===== config.mk =====
export PLATFORM = sky130hd
export DESIGN_NAME = mbist_ctrl
export DESIGN_NICKNAME = d
export VERILOG_FILES = /design/src/rtl/mbist_pkg.sv /design/src/rtl/mbist_addr_gen.sv /design/src/rtl/mbist_pattern.sv /design/src/rtl/mbist_compare.sv /design/src/rtl/mbist_ctrl.sv
export SDC_FILE = /design/constraint.sdc
export NUM_CORES = 1
export LEC_CHECK = 0
export ABC_CLOCK_PERIOD_IN_PS = 4400
export BUFFER_PORTS_ARGS = -buffer_cell sky130_fd_sc_hd__buf_2
export CELL_PAD_IN_SITES_DETAIL_PLACEMENT = 1
export CELL_PAD_IN_SITES_GLOBAL_PLACEMENT = 1
export CORE_AREA = 3 3 58 70
export CTS_BUF_LIST = sky130_fd_sc_hd__clkbuf_4 sky130_fd_sc_hd__clkbuf_8 sky130_fd_sc_hd__clkbuf_16
export CTS_CLUSTER_SIZE = 24
export DETAILED_ROUTE_END_ITERATION = 10
export DIE_AREA = 0 0 61 73
export PLACE_DENSITY_LB_ADDON = 0.15
export SLEW_MARGIN = 40
export SYNTH_ARGS = -nofsm -noshare
export SYNTH_HDL_FRONTEND = slang
export SYNTH_SLANG_ARGS = --single-unit

===== constraint.sdc =====
create_clock -name clk -period 4.4 [get_ports clk]
set_input_delay 0.88 -clock clk [delete_from_list [all_inputs] [get_ports clk]]
set_output_delay 0.88 -clock clk [all_outputs]
set_load 0.005 [all_outputs]

===== src/rtl/mbist_pkg.sv =====
package mbist_pkg;

    typedef enum logic [2:0] {
        ST_IDLE,
        ST_WRITE,
        ST_READ,
        ST_CHECK,
        ST_DONE
    } state_e;

    // Test elements in execution order
    typedef enum logic [2:0] {
        EL_W0_UP,
        EL_R0W1_UP,
        EL_R1W0_DN,
        EL_R0_DN,
        EL_WCB_UP,
        EL_RCB_UP,
        EL_WICB_UP,
        EL_RICB_UP
    } elem_e;

    localparam elem_e EL_FINAL = EL_RICB_UP;

    typedef enum logic [1:0] {
        PAT_ZERO,
        PAT_ONE,
        PAT_CB,
        PAT_ICB
    } pat_e;

    function automatic logic elem_reads(input elem_e e);
        logic r;
        unique case (e)
            EL_W0_UP, EL_WCB_UP, EL_WICB_UP: r = 1'b0;
            default:                         r = 1'b1;
        endcase
        return r;
    endfunction

    function automatic logic elem_writes(input elem_e e);
        logic w;
        unique case (e)
            EL_R0_DN, EL_RCB_UP, EL_RICB_UP: w = 1'b0;
            default:                         w = 1'b1;
        endcase
        return w;
    endfunction

    function automatic logic elem_down(input elem_e e);
        return (e == EL_R1W0_DN) || (e == EL_R0_DN);
    endfunction

    function automatic pat_e elem_rd_pat(input elem_e e);
        pat_e p;
        unique case (e)
            EL_R1W0_DN: p = PAT_ONE;
            EL_RCB_UP:  p = PAT_CB;
            EL_RICB_UP: p = PAT_ICB;
            default:    p = PAT_ZERO;
        endcase
        return p;
    endfunction

    function automatic pat_e elem_wr_pat(input elem_e e);
        pat_e p;
        unique case (e)
            EL_R0W1_UP: p = PAT_ONE;
            EL_WCB_UP:  p = PAT_CB;
            EL_WICB_UP: p = PAT_ICB;
            default:    p = PAT_ZERO;
        endcase
        return p;
    endfunction

endpackage


===== src/rtl/mbist_addr_gen.sv =====
module mbist_addr_gen #(
    parameter int AW = 7
) (
    input  logic          clk,
    input  logic          rst_n,
    input  logic          load,
    input  logic          load_down,
    input  logic          step,
    input  logic          down,
    output logic [AW-1:0] addr,
    output logic          last
);
    localparam logic [AW-1:0] ADDR_TOP = '1;

    always_ff @(posedge clk or negedge rst_n) begin
        if (!rst_n) begin
            addr <= '0;
        end else if (load) begin
            addr <= load_down ? ADDR_TOP : '0;
        end else if (step) begin
            addr <= down ? (addr - 1'b1) : (addr + 1'b1);
        end
    end

    assign last = down ? (addr == '0) : (addr == ADDR_TOP);

endmodule


===== src/rtl/mbist_pattern.sv =====
module mbist_pattern
    import mbist_pkg::*;
#(
    parameter int ROW_BITS = 4,
    parameter int COL_BITS = 3,
    parameter int DW       = 8,
    localparam int AW      = ROW_BITS + COL_BITS
) (
    input  logic [AW-1:0] addr,
    input  pat_e          kind,
    output logic [DW-1:0] data
);
    logic          cell_par;
    logic [DW-1:0] cb_word;

    // row lsb sits just above the column field
    assign cell_par = addr[0] ^ addr[COL_BITS];

    for (genvar i = 0; i < DW; i++) begin : g_cb_bit
        assign cb_word[i] = cell_par ^ ((i % 2) == 1);
    end

    always_comb begin
        unique case (kind)
            PAT_ZERO: data = '0;
            PAT_ONE:  data = '1;
            PAT_CB:   data = cb_word;
            PAT_ICB:  data = ~cb_word;
            default:  data = '0;
        endcase
    end

endmodule


===== src/rtl/mbist_compare.sv =====
module mbist_compare #(
    parameter int DW = 8
) (
    input  logic [DW-1:0] rdata,
    input  logic [DW-1:0] expect_data,
    output logic          mismatch
);
    assign mismatch = |(rdata ^ expect_data);
endmodule


===== src/rtl/mbist_ctrl.sv =====
module mbist_ctrl
    import mbist_pkg::*;
#(
    parameter int ROW_BITS = 4,
    parameter int COL_BITS = 3,
    parameter int DW       = 8,
    localparam int AW      = ROW_BITS + COL_BITS
) (
    input  logic          clk,
    input  logic          rst_n,
    input  logic          start,
    output logic          busy,
    output logic          done,
    output logic          mem_we,
    output logic          mem_re,
    output logic [AW-1:0] mem_addr,
    output logic [DW-1:0] mem_wdata,
    input  logic [DW-1:0] mem_rdata,
    output logic          flt_valid,
    input  logic          flt_ready,
    output logic [AW-1:0] flt_addr
);
    state_e        state_q, state_d;
    elem_e         elem_q, elem_d, elem_nx;
    logic          ag_load, ag_load_down, ag_step, ag_last, adv;
    logic [AW-1:0] cur_addr;
    pat_e          pat_sel;
    logic [DW-1:0] pat_data;
    logic          mismatch;

    mbist_addr_gen #(.AW(AW)) u_addr (
        .clk       (clk),
        .rst_n     (rst_n),
        .load      (ag_load),
        .load_down (ag_load_down),
        .step      (ag_step),
        .down      (elem_down(elem_q)),
        .addr      (cur_addr),
        .last      (ag_last)
    );

    mbist_pattern #(.ROW_BITS(ROW_BITS), .COL_BITS(COL_BITS), .DW(DW)) u_pat (
        .addr (cur_addr),
        .kind (pat_sel),
        .data (pat_data)
    );

    mbist_compare #(.DW(DW)) u_cmp (
        .rdata       (mem_rdata),
        .expect_data (pat_data),
        .mismatch    (mismatch)
    );

    // State register
    always_ff @(posedge clk or negedge rst_n) begin
        if (!rst_n) begin
            state_q <= ST_IDLE;
            elem_q  <= EL_W0_UP;
        end else begin
            state_q <= state_d;
            elem_q  <= elem_d;
        end
    end

    // Next state and sequencing
    always_comb begin
        state_d      = state_q;
        elem_d       = elem_q;
        elem_nx      = elem_e'(elem_q + 3'd1);
        ag_load      = 1'b0;
        ag_load_down = 1'b0;
        ag_step      = 1'b0;
        adv          = 1'b0;
        unique case (state_q)
            ST_IDLE: begin
                if (start) begin
                    state_d = ST_WRITE;
                    elem_d  = EL_W0_UP;
                    ag_load = 1'b1;
                end
            end
            ST_WRITE: adv = 1'b1;
            ST_READ:  state_d = ST_CHECK;
            ST_CHECK: begin
                if (!(mismatch && !flt_ready)) begin
                    if (elem_writes(elem_q)) state_d = ST_WRITE;
                    else                     adv     = 1'b1;
                end
            end
            ST_DONE:  state_d = ST_IDLE;
            default:  state_d = ST_IDLE;
        endcase

        if (adv) begin
            if (!ag_last) begin
                ag_step = 1'b1;
                state_d = elem_reads(elem_q) ? ST_READ : ST_WRITE;
            end else if (elem_q == EL_FINAL) begin
                state_d = ST_DONE;
            end else begin
                elem_d       = elem_nx;
                ag_load      = 1'b1;
                ag_load_down = elem_down(elem_nx);
                state_d      = elem_reads(elem_nx) ? ST_READ : ST_WRITE;
            end
        end
    end

    // Outputs
    always_comb begin
        pat_sel   = (state_q == ST_WRITE) ? elem_wr_pat(elem_q) : elem_rd_pat(elem_q);
        mem_we    = (state_q == ST_WRITE);
        mem_re    = (state_q == ST_READ);
        mem_addr  = cur_addr;
        mem_wdata = pat_data;
        flt_valid = (state_q == ST_CHECK) && mismatch;
        flt_addr  = cur_addr;
        busy      = (state_q == ST_WRITE) || (state_q == ST_READ) || (state_q == ST_CHECK);
        done      = (state_q == ST_DONE);
    end

endmodule


==> results.md <==
* Synthesis Warnings at 0
* Count of final setup violators at 0
* Pwr per Cell Area at 800 mW/mm^2
* Vias in the first global route at 1450
* Post-Syn Instances at 163
* Clock power share at 9.0%
* Vias at 1361
* Worst-path cell chain: ha_1 > ha_1 > nand3b_1 > o2bb2ai_1 > o22ai_1 > mux2i_1 > a2111oi_0 > buf_2
* Worst reg2reg path depth at 12
* Die Wd at 61 um
* Initial antenna violation count at 0
* Overflow after GRT at 0
* CTS tree: yes
* # port buffers at 38
* NetSw at 0.000619 W
* Syn nets at 188
* Pleak at between 0.7 and 0.8 nW
* Total power at 0.00128 W
* Violation count after the first detailed-routing iteration at 55
* Seq/Total Area, Yosys at 22.7%
* Maximum vdd drop at between 0.3 and 0.4 mV
* Area Overhead vs Synth at 12.2%
* Yosys reg bits at 13
* Die Ht at 73 um
* CP peak stage delay at 430 ps
* Post-route minimum period at roughly 3400 ps
* Ant diodes at 0
* Synth area leaders: dfrtp_1 (23%), ha_1 (10%), buf_4 (6.8%)
* Synth Cell Area at 0.00143 mm^2
* RR Startpoint: elem_q[0]
* Crit Path Max Fanout at 8
* Drt pass-1 iters at 4
* DP HPWL at about 3.2 mm
* Drc violations at 0
* Final slew viol count at 0
* Total Routing Usage GR at 20.1%
* Root buffer cell: clkbuf_8
* CP dominant cell by count: ha_1
* Status: finished, final reports clean
* Core ar. at 0.00342 mm^2
* Final hold viol count at 0
* Unrepaired setup endpoints after global routing: false
* CP top delay family: compound AO/OA/AOI/OAI gates
* Sw frac at between 40 and 50%
* Antenna viol nets, final at 0
* Share of cells above drive strength 1 at 28.7%
* Commonest register cell after synthesis: dfrtp_1
* NumNets Final at 214
* Reg2reg setup slack at 1130 ps
* Final wirelength at roughly 4 mm
* Max Fclk at 290 MHz
* IO Pins at 39
* Crit path required time at 3520 ps
* Number of synthesized flops with an enable pin at 0
* Ys async rst share at 100%
* First-pass GRT wire length at 6.78 mm
* H-tree Lvls at 1
* CTS Sinks at 13
* Post-CTS setup buffer count at 0
* Reg2reg end: u_addr.addr[6]
* Seq pwr share at 21.7%
* Fin crit share at 78.3%
* Routed wire length per instance at 17.9 um
* Tightest Hold Check Type: in2async
* Crit Path Class: reg2out
* Row cnt at 23
* Crit path DAT at 2570 ps
* Clock transition at the registers of the reported paths at roughly 60 ps
* Initial Util at about two fifths
* Worst rel slew slack at 62.8%
* Post-layout util at 46.9%
* Worst path bufs/invs at 1
* Cts repair resizes at 0
* Final Wtd Congestion at 0.796
* Slowest-stage cell, CP: dfrtp_1
* Comb power frac at 69.3%
* Die ar. at 0.00445 mm^2
* Clock buffer depth at 2
* Largest net degree at the start of global routing at 14
* Max-cap violation count at 0
* Fin Clk Skew at just over 1 ps
* CTS buffer count at 3
* Synth top area share at about 23%
* CTS hold repair buffers at 0
* Int Power at about 0.00066 W
* Slew @ Worst Pin at 556 ps
* Synth top cells by count: buf_4 (13), dfrtp_1 (13), ha_1 (12), inv_1 (11), a211oi_1 (8)
* Via/cell ratio at 6.05
* Clk_lat worst skew at 240 ps
* Syn_area_per_cell at 8.78 um^2
* Yosys top cell by area: dfrtp_1
* Final TNS setup at 0 ps
* Crit path launch type: register
* CP endpoint kind: output port
* Synth cell types at 47
[worst max-delay path by stage]
stage / startpoint / to / slack, ps / cells past startpoint
2_1_floorplan: elem_q[0] / flt_valid / 1470 / 6
3_3_place_gp: elem_q[0] / flt_valid / 1300 / 8
3_5_place_dp: elem_q[0] / u_addr.addr[6] / 1190 / 12
4_1_cts: elem_q[0] / flt_valid / 940 / 8
5_1_grt: elem_q[0] / flt_valid / 720 / 8
6_report: elem_q[0] / flt_valid / 950 / 8
[per-layer routing]
metal | GRT usage (%) | vias to the layer above | share of wire (%)
met5 | 0 | - | 0
met4 | 8.67 | 0 | 2.4
met3 | 1.77 | 14 | 3.6
met2 | 36.9 | 39 | 54
met1 | 22.8 | 664 | 40
li1 | - | 644 | -
[logic make-up after synthesis]
group                    count (synthesis)  share of synthesized area [%]
AND/OR/NAND/NOR                         43                           17.3
multiplexers                             6                           4.55
AO/OA/AOI/OAI                           51                           27.0
XOR/XNOR                                 7                           4.81
adder cells (fa/ha/maj)                 13                           11.9
buffers and inverters                   30                           11.7
flip-flops                              13                           22.7
[power groups by stage]
| stage | sequential, W | combinational (W) | clock (W) |
|---|---|---|---|
| after global placement | 0.000276 | 0.000850 | 0 |
| after detailed placement | 0.000281 | 0.000896 | 0 |
| after floorplan | 0.000243 | 0.000730 | 0 |
| after CTS | 0.000279 | 0.000903 | 0.000117 |
| final | 0.000279 | 0.000890 | 0.000115 |
| after global routing | 0.000292 | 0.00100 | 0.000123 |
[state kept, by name (all words and copies together) (netlist names)]
signal       cells
elem_q           3
state_q          3
u_addr.addr      7
[per-stage QoR]
| step | cell area (um^2) | hold WS [ps] | setup WS [ps] | instances |
|---|---|---|---|---|
| after detailed placement | 1560 | 592 | 1190 | 221 |
| after CTS | 1610 | 526 | 945 | 225 |
| after floorplan | 1430 | 526 | 1470 | 163 |
| after global routing | 1610 | 533 | 720 | 225 |
| final | 1610 | 521 | 954 | 225 |
| after global placement | 1560 | 550 | 1300 | 221 |
[cells in the final DEF (no fill, tap or decap), drive strengths merged, types with 4 or more instances in the layout]
cell    netlist  final
nand4         4      4
a31oi         7      7
buf          18     40
a21oi         7      7
clkbuf        1      4
nor3          5      5
inv          11     11
ha           12     12
xnor2         4      4
a21o          4      4
o21ai         4      4
nand2         6      6
a211oi        9      9
dfrtp        13     13
mux2i         5      5
o211ai        7      7
nor2          8      8
[area by class of cell]
class / count / area [um^2]
fill: 419 / 1820
multi-input combinational: 120 / 938
sequential: 13 / 325
timing repair buffer: 40 / 205
clock buffer: 4 / 48.8
tap: 37 / 46.3
inverter: 11 / 41.3
Note: power is estimated with default switching activity, not from simulation.
